File: config.mk
export PLATFORM = sky130hd
export DESIGN_NAME = cdr_freq_acq
export DESIGN_NICKNAME = d
export VERILOG_FILES = /design/src/rtl/freq_acq_pkg.sv /design/src/rtl/acq_period_counter.sv /design/src/rtl/acq_cap_sweep.sv /design/src/rtl/cdr_freq_acq.sv
export SDC_FILE = /design/constraint.sdc
export NUM_CORES = 1
export LEC_CHECK = 0
export ABC_AREA = 1
export BUFFER_PORTS_ARGS = -buffer_cell sky130_fd_sc_hd__buf_4
export CAP_MARGIN = 10
export CORE_ASPECT_RATIO = 2
export CORE_MARGIN = 10
export CORE_UTILIZATION = 40
export CTS_CLUSTER_DIAMETER = 50
export DETAILED_ROUTE_END_ITERATION = 12
export PLACE_DENSITY = 0.58
export SLEW_MARGIN = 20
export SYNTH_ARGS = -nofsm -noshare
export SYNTH_HDL_FRONTEND = slang
export SYNTH_SLANG_ARGS = --single-unit
File: constraint.sdc
create_clock -name clk -period 2.85 [get_ports clk]
set_input_delay 0.57 -clock clk [delete_from_list [all_inputs] [get_ports clk]]
set_output_delay 0.57 -clock clk [all_outputs]
set_load 0.1 [all_outputs]
File: src/rtl/freq_acq_pkg.sv
`timescale 1ns/1ps
package freq_acq_pkg;

    typedef enum logic [2:0] {
        ACQ_STEP    = 3'd0,
        ACQ_FAST    = 3'd1,
        ACQ_MID     = 3'd2,
        ACQ_LONG    = 3'd3,
        ACQ_CONFIRM = 3'd4
    } acq_state_e;

    function automatic logic is_eval(input acq_state_e s);
        return (s != ACQ_STEP);
    endfunction

    function automatic int max_of4(input int a, input int b, input int c, input int d);
        int m;
        m = a;
        if (b > m) m = b;
        if (c > m) m = c;
        if (d > m) m = d;
        return m;
    endfunction

endpackage

File: src/rtl/acq_period_counter.sv
`timescale 1ns/1ps
module acq_period_counter #(
    parameter int CNT_W = 10
) (
    input  logic             clk,
    input  logic             rst_n,
    input  logic             clear,
    input  logic             tick,
    input  logic             err_event,
    input  logic [CNT_W-1:0] win_len,
    output logic [CNT_W-1:0] err_periods,
    output logic             win_done
);

    localparam logic [CNT_W-1:0] CNT_FULL = {CNT_W{1'b1}};

    logic             err_seen;
    logic [CNT_W-1:0] win_cnt;
    logic             period_hit;
    logic             last_period;

    assign period_hit  = err_seen | err_event;
    assign last_period = (win_cnt == (win_len - CNT_W'(1)));

    always_ff @(posedge clk) begin
        if (!rst_n) begin
            err_seen    <= 1'b0;
            win_cnt     <= '0;
            err_periods <= '0;
            win_done    <= 1'b0;
        end else if (clear) begin
            err_seen    <= 1'b0;
            win_cnt     <= '0;
            err_periods <= '0;
            win_done    <= 1'b0;
        end else begin
            win_done <= 1'b0;
            if (tick) begin
                err_seen <= 1'b0;
                if (period_hit && (err_periods != CNT_FULL)) begin
                    err_periods <= err_periods + CNT_W'(1);
                end
                if (last_period) begin
                    win_done <= 1'b1;
                    win_cnt  <= '0;
                end else begin
                    win_cnt <= win_cnt + CNT_W'(1);
                end
            end else if (err_event) begin
                err_seen <= 1'b1;
            end
        end
    end

endmodule

File: src/rtl/acq_cap_sweep.sv
`timescale 1ns/1ps
module acq_cap_sweep #(
    parameter int CAP_W   = 9,
    parameter int CAP_MAX = 335
) (
    input  logic             clk,
    input  logic             rst_n,
    input  logic             step,
    input  logic             save,
    output logic [CAP_W-1:0] cap_code,
    output logic [CAP_W-1:0] locked_code
);

    localparam logic [CAP_W-1:0] CAP_TOP = CAP_W'(CAP_MAX);
    localparam bit FULL_RANGE = (CAP_MAX == (2 ** CAP_W) - 1);

    logic [CAP_W-1:0] cap_next;

    generate
        if (FULL_RANGE) begin : g_natural_wrap
            assign cap_next = cap_code + CAP_W'(1);
        end else begin : g_compare_wrap
            assign cap_next = (cap_code >= CAP_TOP) ? '0 : (cap_code + CAP_W'(1));
        end
    endgenerate

    always_ff @(posedge clk) begin
        if (!rst_n) begin
            cap_code    <= CAP_TOP;
            locked_code <= '0;
        end else begin
            if (step) begin
                cap_code <= cap_next;
            end
            if (save) begin
                locked_code <= cap_code;
            end
        end
    end

endmodule

File: src/rtl/cdr_freq_acq.sv
`timescale 1ns/1ps
module cdr_freq_acq
    import freq_acq_pkg::*;
#(
    parameter int CAP_W     = 9,
    parameter int CAP_MAX   = 335,
    parameter int WIN_FAST  = 16,
    parameter int THR_FAST  = 16,
    parameter int WIN_MID   = 48,
    parameter int THR_MID   = 43,
    parameter int WIN_LONG  = 512,
    parameter int THR_LONG  = 501,
    parameter int WIN_CONF  = 512,
    parameter int THR_CONF  = 501
) (
    input  logic             clk,
    input  logic             rst_n,
    input  logic             acq_tick,
    input  logic             err_event,
    output logic [CAP_W-1:0] cap_code,
    output logic [CAP_W-1:0] locked_code,
    output logic             center_accum,
    output logic             ber_reset,
    output logic             loss_of_lock
);

    localparam int WIN_MAX = max_of4(WIN_FAST, WIN_MID, WIN_LONG, WIN_CONF);
    localparam int CNT_W   = $clog2(WIN_MAX + 1);

    acq_state_e       state_q;
    acq_state_e       state_n;
    logic [CNT_W-1:0] err_periods;
    logic             win_done;
    logic [CNT_W-1:0] cur_win;
    logic [CNT_W-1:0] cur_thr;
    logic             window_pass;
    logic             cap_step;
    logic             cap_save;

    // window length and threshold of the stage in progress
    always_comb begin
        unique case (state_q)
            ACQ_FAST: begin
                cur_win = CNT_W'(WIN_FAST);
                cur_thr = CNT_W'(THR_FAST);
            end
            ACQ_MID: begin
                cur_win = CNT_W'(WIN_MID);
                cur_thr = CNT_W'(THR_MID);
            end
            ACQ_LONG: begin
                cur_win = CNT_W'(WIN_LONG);
                cur_thr = CNT_W'(THR_LONG);
            end
            ACQ_CONFIRM: begin
                cur_win = CNT_W'(WIN_CONF);
                cur_thr = CNT_W'(THR_CONF);
            end
            default: begin
                cur_win = CNT_W'(WIN_FAST);
                cur_thr = CNT_W'(THR_FAST);
            end
        endcase
    end

    assign window_pass = (err_periods < cur_thr);

    acq_period_counter #(
        .CNT_W (CNT_W)
    ) period_cnt_i (
        .clk         (clk),
        .rst_n       (rst_n),
        .clear       (ber_reset),
        .tick        (acq_tick),
        .err_event   (err_event),
        .win_len     (cur_win),
        .err_periods (err_periods),
        .win_done    (win_done)
    );

    // next-state decision
    always_comb begin
        state_n = state_q;
        unique case (state_q)
            ACQ_STEP:    state_n = ACQ_FAST;
            ACQ_FAST:    if (win_done) state_n = window_pass ? ACQ_MID     : ACQ_STEP;
            ACQ_MID:     if (win_done) state_n = window_pass ? ACQ_LONG    : ACQ_STEP;
            ACQ_LONG:    if (win_done) state_n = window_pass ? ACQ_CONFIRM : ACQ_STEP;
            ACQ_CONFIRM: if (win_done) state_n = window_pass ? ACQ_CONFIRM : ACQ_STEP;
            default:     state_n = ACQ_STEP;
        endcase
    end

    // state register
    always_ff @(posedge clk) begin
        if (!rst_n) begin
            state_q <= ACQ_STEP;
        end else begin
            state_q <= state_n;
        end
    end

    // registered outputs, aligned with the state they belong to
    always_ff @(posedge clk) begin
        if (!rst_n) begin
            ber_reset    <= 1'b0;
            loss_of_lock <= 1'b1;
            center_accum <= 1'b1;
        end else begin
            ber_reset    <= is_eval(state_n) && ((state_n != state_q) || win_done);
            loss_of_lock <= (state_n != ACQ_CONFIRM);
            center_accum <= (state_n == ACQ_STEP) || (state_n == ACQ_FAST);
        end
    end

    assign cap_step = (state_q == ACQ_STEP);
    assign cap_save = (state_q == ACQ_LONG) && (state_n == ACQ_CONFIRM);

    acq_cap_sweep #(
        .CAP_W   (CAP_W),
        .CAP_MAX (CAP_MAX)
    ) cap_sweep_i (
        .clk         (clk),
        .rst_n       (rst_n),
        .step        (cap_step),
        .save        (cap_save),
        .cap_code    (cap_code),
        .locked_code (locked_code)
    );

endmodule

==> results of run 1 <==
==> cell type report <==
cell class              count  share of cell area [%]
repair buffers             26                    7.00
clock buffers               6                    4.98
inverters                  40                    5.39
well taps                  61                    2.74
clock inverters             1                    1.08
flip-flops and latches     46                    33.0
multi-input cells         230                    45.8
==> cells by family (layout without fill, tap and decap cells) <==
kind of cell	count (synthesis)	count (layout)	synth area share [%]
simple gates	163	163	32.8
buf+inv	46	73	8.06
xor+xnor	12	12	4.40
fa+ha+maj	11	11	5.76
flops	46	46	38.5
compound gates	44	44	10.5
==> report_power, final <==
group / switching, mW / leakage (nW) / internal (mW) / total (mW)
registers: 0.0690 / 0.374 / 0.689 / 0.758
clock network: 0.236 / 0.0829 / 0.433 / 0.669
logic: 0.440 / 0.801 / 0.136 / 0.576
==> critical path: cells and delay by family (launching register included) <==
family                     cells  cell delay [ns]
and+or+nand+nor                8             0.90
AOI/OAI and AO/OA              2             0.33
buffers and inverters          4             0.35
adders and majority gates      1             0.32
DFF                            1             0.45
==> layer usage <==
| layer | up-vias | global-route usage, % | share of wire, % |
|---|---|---|---|
| met5 | - | 0 | 0 |
| met2 | 44 | 26.6 | 58 |
| met1 | 1008 | 11.0 | 33 |
| met4 | 0 | 7.40 | 3.9 |
| met3 | 12 | 2.91 | 5.1 |
| li1 | 1109 | - | - |
==> worst max path at each step <==
stage | end | startpoint | slack, ns | cells after the start
after floorplan | cap_sweep_i.cap_code[3] | cap_sweep_i.cap_code[0] | 0.65 | 8
after detailed placement | ber_reset | state_q[0] | 0.37 | 15
final | ber_reset | state_q[0] | 0.38 | 15
after CTS | ber_reset | state_q[0] | 0.36 | 15
after global placement | ber_reset | state_q[0] | 0.44 | 15
after global routing | ber_reset | state_q[0] | 0.04 | 15
==> state kept, by name, indices dropped and copies added, names as in the netlist <==
name and flops:
period_cnt_i.err_seen 1, period_cnt_i.err_periods 10, cap_sweep_i.cap_code 9, period_cnt_i.win_done 1, ber_reset 1, center_accum 1, loss_of_lock 1, period_cnt_i.win_cnt 10
state_q 3, cap_sweep_i.locked_code 9
==> metrics by stage <==
stage / power (mW) / hold slack (ns) / instances / instance area, µm² / setup WS [ns]
after CTS: 2.02 / 0.463 / 410 / 2790 / 0.356
after detailed placement: 1.35 / 0.453 / 403 / 2620 / 0.372
after global routing: 2.10 / 0.477 / 410 / 2790 / 0.0389
final: 2.00 / 0.460 / 410 / 2790 / 0.380
after global placement: 1.35 / 0.450 / 403 / 2620 / 0.438
after floorplan: 1.22 / 0.462 / 322 / 2390 / 0.655
==> placed cells by master (no fill, tap or decap), types with 2 or more instances in the layout <==
master,count
nand2_1,69
dfxtp_1,46
inv_1,37
nand3_1,34
nor2_1,29
buf_4,26
a21oi_1,25
ha_1,11
xor2_1,10
o21ai_0,9
nand4_1,8
nand2_2,6
nor3_1,5
clkbuf_16,5
inv_2,3
nand3b_1,3
o211ai_1,2
xnor2_1,2
a31o_2,2
==> results.md, run 1 <==
- **power per unit of standard cell area** 718 mW/mm²
- **slowest library cell on the worst path** dfxtp_1
- **insertion delay to the later sink of the worst-skew pair** 0.29 ns
- **number of nets at the end of the flow** 364
- **top cells by area, synth** dfxtp_1, nand2_1, nand3_1
- **share of final-layout standard cells stronger than drive strength 1** 14.9%
- **final count of negative-setup-slack endpoints** 0
- **cells traversed along the worst timing path** inv_1 > o21ai_1 > inv_1 > ha_1 > inv_1 > nor2_1 > nand3_1 > a21oi_1 > nor2_1 > nand2_1 > nand2_2 > nand3_1 > nand3_1 > nand2_1 > inv_1
- **total overflow reported by the global router** 0
- **CTS tree** built
- **Filler cells** 617
- **count of final max-slew check failures** 0
- **Data required, critical path** 3.04 ns
- **clock tree skew after final layout** 0.00341 ns
- **Placeable Area** 0.00576 mm²
- **horizontal die dimension** 74.7 µm
- **fin crit period** 2.47 ns
- **Worst Path Max Fanout** 11
- **proportion of register bits with asynchronous set or reset after synthesis** 0%
- **number of cell instances on the worst register-to-register path** 15
- **initial antenna violation count** 0
- **Sinks on Clock Net** 46
- **average via count per standard cell** 5.30
- **Worst Max-Slew Pin Slew** 0.654 ns
- **mean instance size in the synthesized netlist** 7.42 µm²
- **post-layout util** 48.4%
- **area taken by multi-input logic gates** 0.00128 mm²
- **count of buffers added by post-CTS timing repair for setup** 0
- **Leak** 1.26 nW
- **row cnt** 39
- **most frequent cell after synthesis** nand2_1
- **Hold-fix buffers, CTS** 0
- **clock buffer count from CTS** 5
- **count of routing violations after the opening detailed-route iteration** 99
- **detailed-routing iteration count for the pre-antenna-repair pass** 4
- **number of nets still failing antenna checks after routing** 0
- **startpoint kind of the worst setup timing path** flop
- **all-layer global routing usage** 13.2%
- **area overhead of the layout relative to synthesis** 16.6%
- **top cell type by total area after synthesis** dfxtp_1
- **unrepaired setup endpoints after global routing** false
- **share of the clock period used by the worst path after layout** 86.6%
- **maximum root-to-sink buffer count** 2
- **clock root buffer master** clkbuf_16
- **highest ir drop seen on vdd** 0.362 mV
- **global-route wire length before repair** 10000 µm
- **startpoint of the most critical hold path** cap_sweep_i.locked_code[0]
- **die area** 0.00965 mm²
- **sequential cell area fraction in the yosys report** 38.5%
- **wire length reported by the detailed router** 5880 µm
- **RePlAce Congestion** 0.815
- **remaining max-slew budget at the tightest pin** 55.8%
- **dpl hpwl** 4680 µm
- **H-tree levels** 2
- **CP arrival** 2.66 ns
- **fraction of post-synthesis cell area in the top cell type by area** 38.5%
- **RR Startpoint** state_q[0]
- **top cells by instance count after synthesis** nand2_1, dfxtp_1, inv_1
- **number of max-cap violations** 0
- **number of nets in the synthesized netlist** 337
- **Final Hold Violating Endpoints** 0
- **Synthesis Warnings** 0
- **highest clock rate** 405 MHz
- **PostCTS Resize Cnt** 0
- **Worst Path Class, Setup** flop to flop
- **Min-Delay Path Depth** 2
- **WL per Instance** 14.3 µm
- **number of buffers added on ports** 24
- **Main synth FF type** dfxtp_1
- **synthesized netlist cell count** 322
- **sequential cell area** 921 µm²
- **clock-pin transition on the worst setup and hold timing paths** 0.06 ns
- **total I/O pin count** 25
- **number of distinct standard cells referenced by the synthesized netlist** 36
- **starting density of the core** 41.5%
- **CP endpoint kind** flop
- **total negative setup slack** 0 ns
- **most frequent cell on the critical path** inv_1
- **routed vias** 2173
- **drt drc** 0
- **maximum number of pins on one net before global-route repair** 16
- **Worst Hold Endpoint** cap_sweep_i.locked_code[0]
- **flop and latch count out of synthesis** 46
- **reg-to-reg endpoint** ber_reset
- **Syn Std Cell Area** 0.00239 mm²
- **CP peak stage delay** 0.45 ns
- **reg-to-reg slack, setup** 0.38 ns
- **number of synthesized flops with an enable pin** 0
- **number of global-route vias before repair** 2177
- **height of the die** 129 µm
- **worst min-delay path category** flop to flop
- **Inserted Diodes** 0
- **outcome** complete, no violations
Power figures use the tool's default switching activity.
==> run 2: changes to the inputs <==
CORE_UTILIZATION = 45   (was 40)
GPL_TIMING_DRIVEN = 0   (was not set)
PLACE_DENSITY = 0.64   (was 0.58)
==> run 2 against run 1 <==
Effect of this change:
- worst hold slack improved by 0.0039 ns
- sequential share of layout area up 0.60 points
- count of clock-buffer cells in the layout did not move
- wire length down 9.4%
- design area is 1.8% lower
- fmax rose by 4.4%
==> results.md, run 2 (synthesis results as in run 1) <==
- **outcome** complete, no violations
- **worst min-delay path category** flop to flop
- **CTS tree** built
- **insertion delay to the later sink of the worst-skew pair** 0.30 ns, about the same
- **count of buffers added by post-CTS timing repair for setup** 0, unchanged
- **clock-pin transition on the worst setup and hold timing paths** 0.09 ns, +0.03 ns
- **cell-internal power** 1.09 mW, -14%
- **maximum root-to-sink buffer count** 2, unchanged
- **total negative setup slack** 0 ns, unchanged
- **Leak** 1.23 nW, -2.2%
- **maximum number of pins on one net before global-route repair** 15, -1
- **number of max-cap violations** 0, unchanged
- **Worst Path Class, Setup** flop to flop
- **largest registers** period_cnt_i.err_periods: 10 flops, period_cnt_i.win_cnt: 10 flops
- **height of the die** 123 µm, -4.8%
- **startpoint kind of the worst setup timing path** flop
- **most frequent standard cell in the layout excluding fill and tap cells** nand2_1
- **highest ir drop seen on vdd** 0.662 mV, +83%
- **PostCTS Resize Cnt** 0, unchanged
- **grt peak-use layer** met2
- **clock tree skew after final layout** 0.00930 ns, +0.00590 ns
- **RePlAce Congestion** 0.886, +8.6%
- **CP arrival** 2.54 ns, -0.12 ns
- **count of routing violations after the opening detailed-route iteration** 73, -26%
- **clock buffer count from CTS** 5, unchanged
- **clock group share of total power** 27.0%, -6.4 points
- **wire length reported by the detailed router** 5330 µm, -9.4%
- **average via count per standard cell** 5.18, -2.3%
- **final count of negative-setup-slack endpoints** 0, unchanged
- **Global Route met3 Usage** 3.45%, +0.54 points
- **horizontal die dimension** 71.5 µm, -4.2%
- **Filler cells** 532, -14%
- **share of the clock period used by the worst path after layout** 83.0%, -3.6 points
- **remaining max-slew budget at the tightest pin** 58.3%, +2.4 points
- **part of the total power dissipated in sequential elements** 41.5%, +3.6 points
- **drt drc** 0, unchanged
- **grt met1 use** 10.8%, -0.20 points
- **Sw Pwr** 727 µW, -2.5%
- **total overflow reported by the global router** 0, unchanged
- **die area** 0.00880 mm², -8.8%
- **Hold-fix buffers, CTS** 0, unchanged
- **global-route wire length before repair** 9330 µm, -7.1%
- **Sinks on Clock Net** 46, unchanged
- **Power, Total** 1.81 mW, -9.5%
- **dpl hpwl** 4240 µm, -9.5%
- **unrepaired setup endpoints after global routing** false
- **Worst Path Max Fanout** 10, -1
- **Worst Max-Slew Pin Slew** 0.618 ns, -0.0359 ns
- **initial antenna violation count** 0, unchanged
- **CP endpoint kind** flop
- **GR met2 Demand/Resource** 25.8%, -0.85 points
- **number of nets still failing antenna checks after routing** 0, unchanged
- **Data required, critical path** 3.02 ns, -0.02 ns
- **number of buffers added on ports** 22, -8.3%
- **Inserted Diodes** 0, unchanged
- **count of final max-slew check failures** 0, unchanged
- **highest clock rate** 423 MHz, +4.4%
- **area overhead of the layout relative to synthesis** 14.6%
- **starting density of the core** 46.5%, +5.0 points
- **Final Hold Violating Endpoints** 0, unchanged
- **all-layer global routing usage** 12.7%, -0.56 points
- **total I/O pin count** 25, unchanged
- **routed vias** 2124, -2.3%
- **number of global-route vias before repair** 2128, -2.3%
- **power per unit of standard cell area** 662 mW/mm², -7.9%
- **row cnt** 37, -5.1%
- **Comb power frac** 31.5%, +2.7 points
- **WL per Instance** 13.0 µm, -9.4%
- **H-tree levels** 2, unchanged
- **number of nets at the end of the flow** 366, +0.55%
- **commonest non-fill, non-tap cells in the layout** nand2_1, dfxtp_1, inv_1, nand3_1, nor2_1
- **clock root buffer master** clkbuf_8
- **fin crit period** 2.37 ns, -0.103 ns
- **switching fraction of total power** 40.1%, +2.9 points
- **smallest hold slack** 0.464 ns, +0.00391 ns
- **detailed-routing iteration count for the pre-antenna-repair pass** 5, +1
- **Placeable Area** 0.00514 mm², -11%
- **share of final-layout standard cells stronger than drive strength 1** 14.8%, -0.13 points
[run 2: final timing paths]
check,to,cells past startpoint,slack [ns],startpoint
max reg2reg,cap_sweep_i.locked_code[5],13,0.48,state_q[0]
min reg2reg,cap_sweep_i.locked_code[0],2,0.46,cap_sweep_i.locked_code[0]
min,cap_sweep_i.locked_code[0],2,0.46,cap_sweep_i.locked_code[0]
max,cap_sweep_i.locked_code[5],13,0.48,state_q[0]
[run 2: final cells by class]
| cell class | instances | area [µm²] | area share (%) |
|---|---|---|---|
| clock buffers | 6 | 72.6 | 2.65 |
| plain buffers | 6 | 42.5 | 1.55 |
| multi-input cells | 230 | 1280 | 46.6 |
| repair buffers | 22 | 165 | 6.03 |
| well taps | 58 | 72.6 | 2.65 |
| flip-flops and latches | 46 | 921 | 33.6 |
| inverters | 40 | 150 | 5.48 |
| clock inverters | 2 | 37.5 | 1.37 |
[run 2: power by group through the flow]
stage	logic [mW]	registers (mW)	clock network, mW
floorplan	0.181	1.04	0
global placement	0.573	0.768	0
detailed placement	0.575	0.767	0
CTS	0.577	0.752	0.505
global route	0.619	0.762	0.520
finish	0.571	0.752	0.489
[run 2: critical path, stage by stage, from the launching register on]
cell and delay [ns]:
dfxtp_1 0.46, inv_1 0.12, o21ai_1 0.18, inv_1 0.18, ha_1 0.33, a21oi_1 0.14, o21ai_0 0.08, nor2_1 0.20
nand2_1 0.11, nand2_2 0.08, buf_6 0.15, nand2_8 0.08, nand2_1 0.08, a21oi_1 0.05
[run 2: metal layers]
layer | vias to the layer above | part of all wire [%]
li1 | 1117 | -
met1 | 955 | 35
met2 | 44 | 57
met3 | 8 | 6.4
met4 | 0 | 1.9
met5 | - | 0
[run 2: metrics by stage]
stage,utilization [%],setup WS (ns),instances,area [µm²]
final,53.3,0.484,410,2740
after global routing,53.3,0.211,410,2740
after CTS,53.3,0.467,410,2740
after detailed placement,51.1,0.478,402,2630
after global placement,51.1,0.488,402,2630
after floorplan,-,0.655,322,2390
==> run 3: changes to the inputs <==
PLACE_DENSITY = 0.66   (was 0.64)
clock period = 2.15 ns   (was 2.85 ns; I/O delays follow)
==> run 3 against run 2 <==
Effect of this change:
- the flow now finishes with violations (negative setup slack)
- fmax increased by 9.0%
- power up 34%
- wire length up 11%
- combinational power is 35% higher
- critical endpoint is now cap_sweep_i.locked_code[0]
- worst hold slack lost 0.10 ns
- critical path type unchanged
- via count rose by 6.2%
- setup slack got worse by 0.51 ns
- first-iteration DRC count increased by 16%
==> results.md, run 3 (synthesis results as in run 1) <==
- **outcome** finished with violations
- **violated checks** negative setup slack
- **CP peak stage delay** 0.37 ns, -0.09 ns
- **dpl hpwl** 4220 µm, -0.43%
- **Comb power frac** 31.7%, +0.2 points
- **Worst Max-Slew Pin Slew** 0.673 ns, +0.0548 ns
- **final count of negative-setup-slack endpoints** 10, +10
- **number of nets still failing antenna checks after routing** 0, unchanged
- **number of buffers added on ports** 22, unchanged
- **cell-internal power** 1.47 mW, +35%
- **clock buffer count from CTS** 5, unchanged
- **Sw Pwr** 956 µW, +32%
- **Worst Path Class, Setup** flop to flop
- **cells traversed along the worst timing path** inv_4 > nand2_4 > o21ai_4 > inv_4 > ha_4 > inv_2 > nor2_4 > nand3_2 > nor2_2 > nand2_2 > nand2_2 > nand2_4 > buf_8 > nand2_8 > nand2_2 > a21oi_2
- **CP arrival** 2.40 ns, -0.14 ns
- **smallest hold slack** 0.360 ns, -0.103 ns
- **all-layer global routing usage** 12.9%, +0.25 points
- **most frequent standard cell in the layout excluding fill and tap cells** nand2_1
- **highest ir drop seen on vdd** 0.800 mV, +21%
- **CTS tree** built
- **Final Hold Violating Endpoints** 0, unchanged
- **row cnt** 37, unchanged
- **Sinks on Clock Net** 46, unchanged
- **clock tree skew after final layout** 0.00841 ns, -0.000893 ns
- **number of nets at the end of the flow** 377, +3.0%
- **Power, Total** 2.42 mW, +34%
- **clock group share of total power** 27.0%, about the same
- **Data required, critical path** 2.38 ns, -0.64 ns
- **WL per Instance** 14.1 µm, +8.3%
- **height of the die** 123 µm, unchanged
- **average via count per standard cell** 5.37, +3.7%
- **placed cell area** 0.00263 mm², about the same
- **share of final-layout standard cells stronger than drive strength 1** 26.5%, +12 points
- **Filler cells** 483, -9.2%
- **die area** 0.00880 mm², unchanged
- **number of max-cap violations** 0, unchanged
- **commonest non-fill, non-tap cells in the layout** nand2_1, dfxtp_1, inv_1, nand3_1, buf_4
- **total I/O pin count** 25, unchanged
- **part of the total power dissipated in sequential elements** 41.3%, -0.2 points
- **number of global-route vias before repair** 2226, +4.6%
- **reg-to-reg slack, setup** -0.02 ns, -0.51 ns
- **total overflow reported by the global router** 0, unchanged
- **clock-pin transition on the worst setup and hold timing paths** 0.08 ns, about the same
- **Inserted Diodes** 0, unchanged
- **area overhead of the layout relative to synthesis** 26.0%
- **highest clock rate** 460 MHz, +9.0%
- **fin worst setup slack** -0.0217 ns, -0.505 ns
- **fin crit period** 2.17 ns, -0.195 ns
- **Final Instance Area** 0.00301 mm², +10%
- **maximum root-to-sink buffer count** 2, unchanged
- **drt drc** 0, unchanged
- **horizontal die dimension** 71.5 µm, unchanged
- **non-filler cells in the finished layout** 420, +2.4%
- **startpoint kind of the worst setup timing path** flop
- **CP endpoint kind** flop
- **H-tree levels** 2, unchanged
- **slowest library cell on the worst path** dfxtp_4
- **maximum number of pins on one net before global-route repair** 14, -1
- **initial antenna violation count** 0, unchanged
- **remaining max-slew budget at the tightest pin** 54.6%, -3.7 points
- **Leak** 1.33 nW, +8.4%
- **power per unit of standard cell area** 804 mW/mm², +21%
- **count of routing violations after the opening detailed-route iteration** 85, +16%
- **worst min-delay path category** input port to flop
- **post-layout util** 58.6%, +5.3 points
- **worst slack at placement** -0.234 ns, -0.712 ns
- **largest registers** period_cnt_i.err_periods: 10 flops, period_cnt_i.win_cnt: 10 flops
- **starting density of the core** 46.5%, unchanged
- **most frequent cell on the critical path** nand2_2
- **clock root buffer master** clkbuf_8
- **unrepaired setup endpoints after global routing** true
- **Worst Path Max Fanout** 6, -4
- **insertion delay to the later sink of the worst-skew pair** 0.30 ns, about the same
- **total negative setup slack** -0.104 ns, -0.104 ns
- **Placeable Area** 0.00514 mm², unchanged
- **routed vias** 2256, +6.2%
- **dpl cells** 402, unchanged
- **detailed-routing iteration count for the pre-antenna-repair pass** 4, -1
- **count of final max-slew check failures** 0, unchanged
- **switching fraction of total power** 39.5%, -0.62 points
- **global-route wire length before repair** 9510 µm, +1.9%
- **wire length reported by the detailed router** 5910 µm, +11%
- **RePlAce Congestion** 0.869, -1.9%
- **share of the clock period used by the worst path after layout** 101%, +18 points
==> run 3: cell types whose count changed in the layout (fill, tap and decap cells not counted), moves of 3 or more <==
cell | before | now
dfxtp_1 | 46 | 41
nor2_1 | 29 | 25
buf_4 | 23 | 32
nand2_1 | 69 | 61
a21oi_1 | 25 | 16
nor2_2 | 1 | 4
a21oi_2 | 1 | 10
nand2_4 | 1 | 8
dfxtp_4 | 0 | 3
==> run 3: area by class of cell <==
type | instances | area, µm² | area share (%)
Multi-Input combinational cell | 231 | 1430 | 47.6
Sequential cell | 46 | 935 | 31.0
Timing Repair Buffer | 32 | 258 | 8.56
Inverter | 40 | 155 | 5.15
Clock buffer | 6 | 82.6 | 2.74
Tap cell | 58 | 72.6 | 2.41
Buffer | 6 | 46.3 | 1.54
Clock inverter | 1 | 30.0 | 0.997
==> run 3: final timing paths <==
path                                   start                         end  cells after the start
setup / recovery                  state_q[2]  cap_sweep_i.locked_code[0]                     16
hold reg to reg   cap_sweep_i.locked_code[8]  cap_sweep_i.locked_code[8]                      2
hold / removal                      acq_tick       period_cnt_i.err_seen                      2
setup reg to reg                  state_q[2]  cap_sweep_i.locked_code[0]                     16
==> run 3: layer usage <==
| layer | wire, µm | vias up | track usage (%) |
|---|---|---|---|
| met1 | 2090 | 1060 | 11.2 |
| met5 | 0 | - | 0 |
| li1 | - | 1144 | - |
| met3 | 253 | 14 | 3.53 |
| met2 | 3370 | 38 | 25.5 |
| met4 | 195 | 0 | 6.69 |
==> run 3: critical path, delay by kind of cell (launching register included) <==
kind / cells / cell delay (ns)
AND/OR/NAND/NOR: 9 / 0.83
AO/OA/AOI/OAI: 2 / 0.32
adder cells (fa/ha/maj): 1 / 0.27
flip-flops: 1 / 0.37
buffers and inverters: 4 / 0.34
==> run 3: power by group through the flow <==
stage	Clock (mW)	Sequential (mW)	Combinational, mW
after global routing	0.699	1.01	0.832
after detailed placement	0	1.02	0.764
after floorplan	0	1.38	0.240
after global placement	0	1.02	0.759
after CTS	0.675	1.00	0.769
final	0.654	0.999	0.768
==> run 3: timing repair <==
item	in CTS	in global routing
hold buffers	0	0
gates resized for setup	10	36
cloned	0	2
pin swaps	1	15
endpoints found under the setup margin	13	14
buffers inserted	5	4
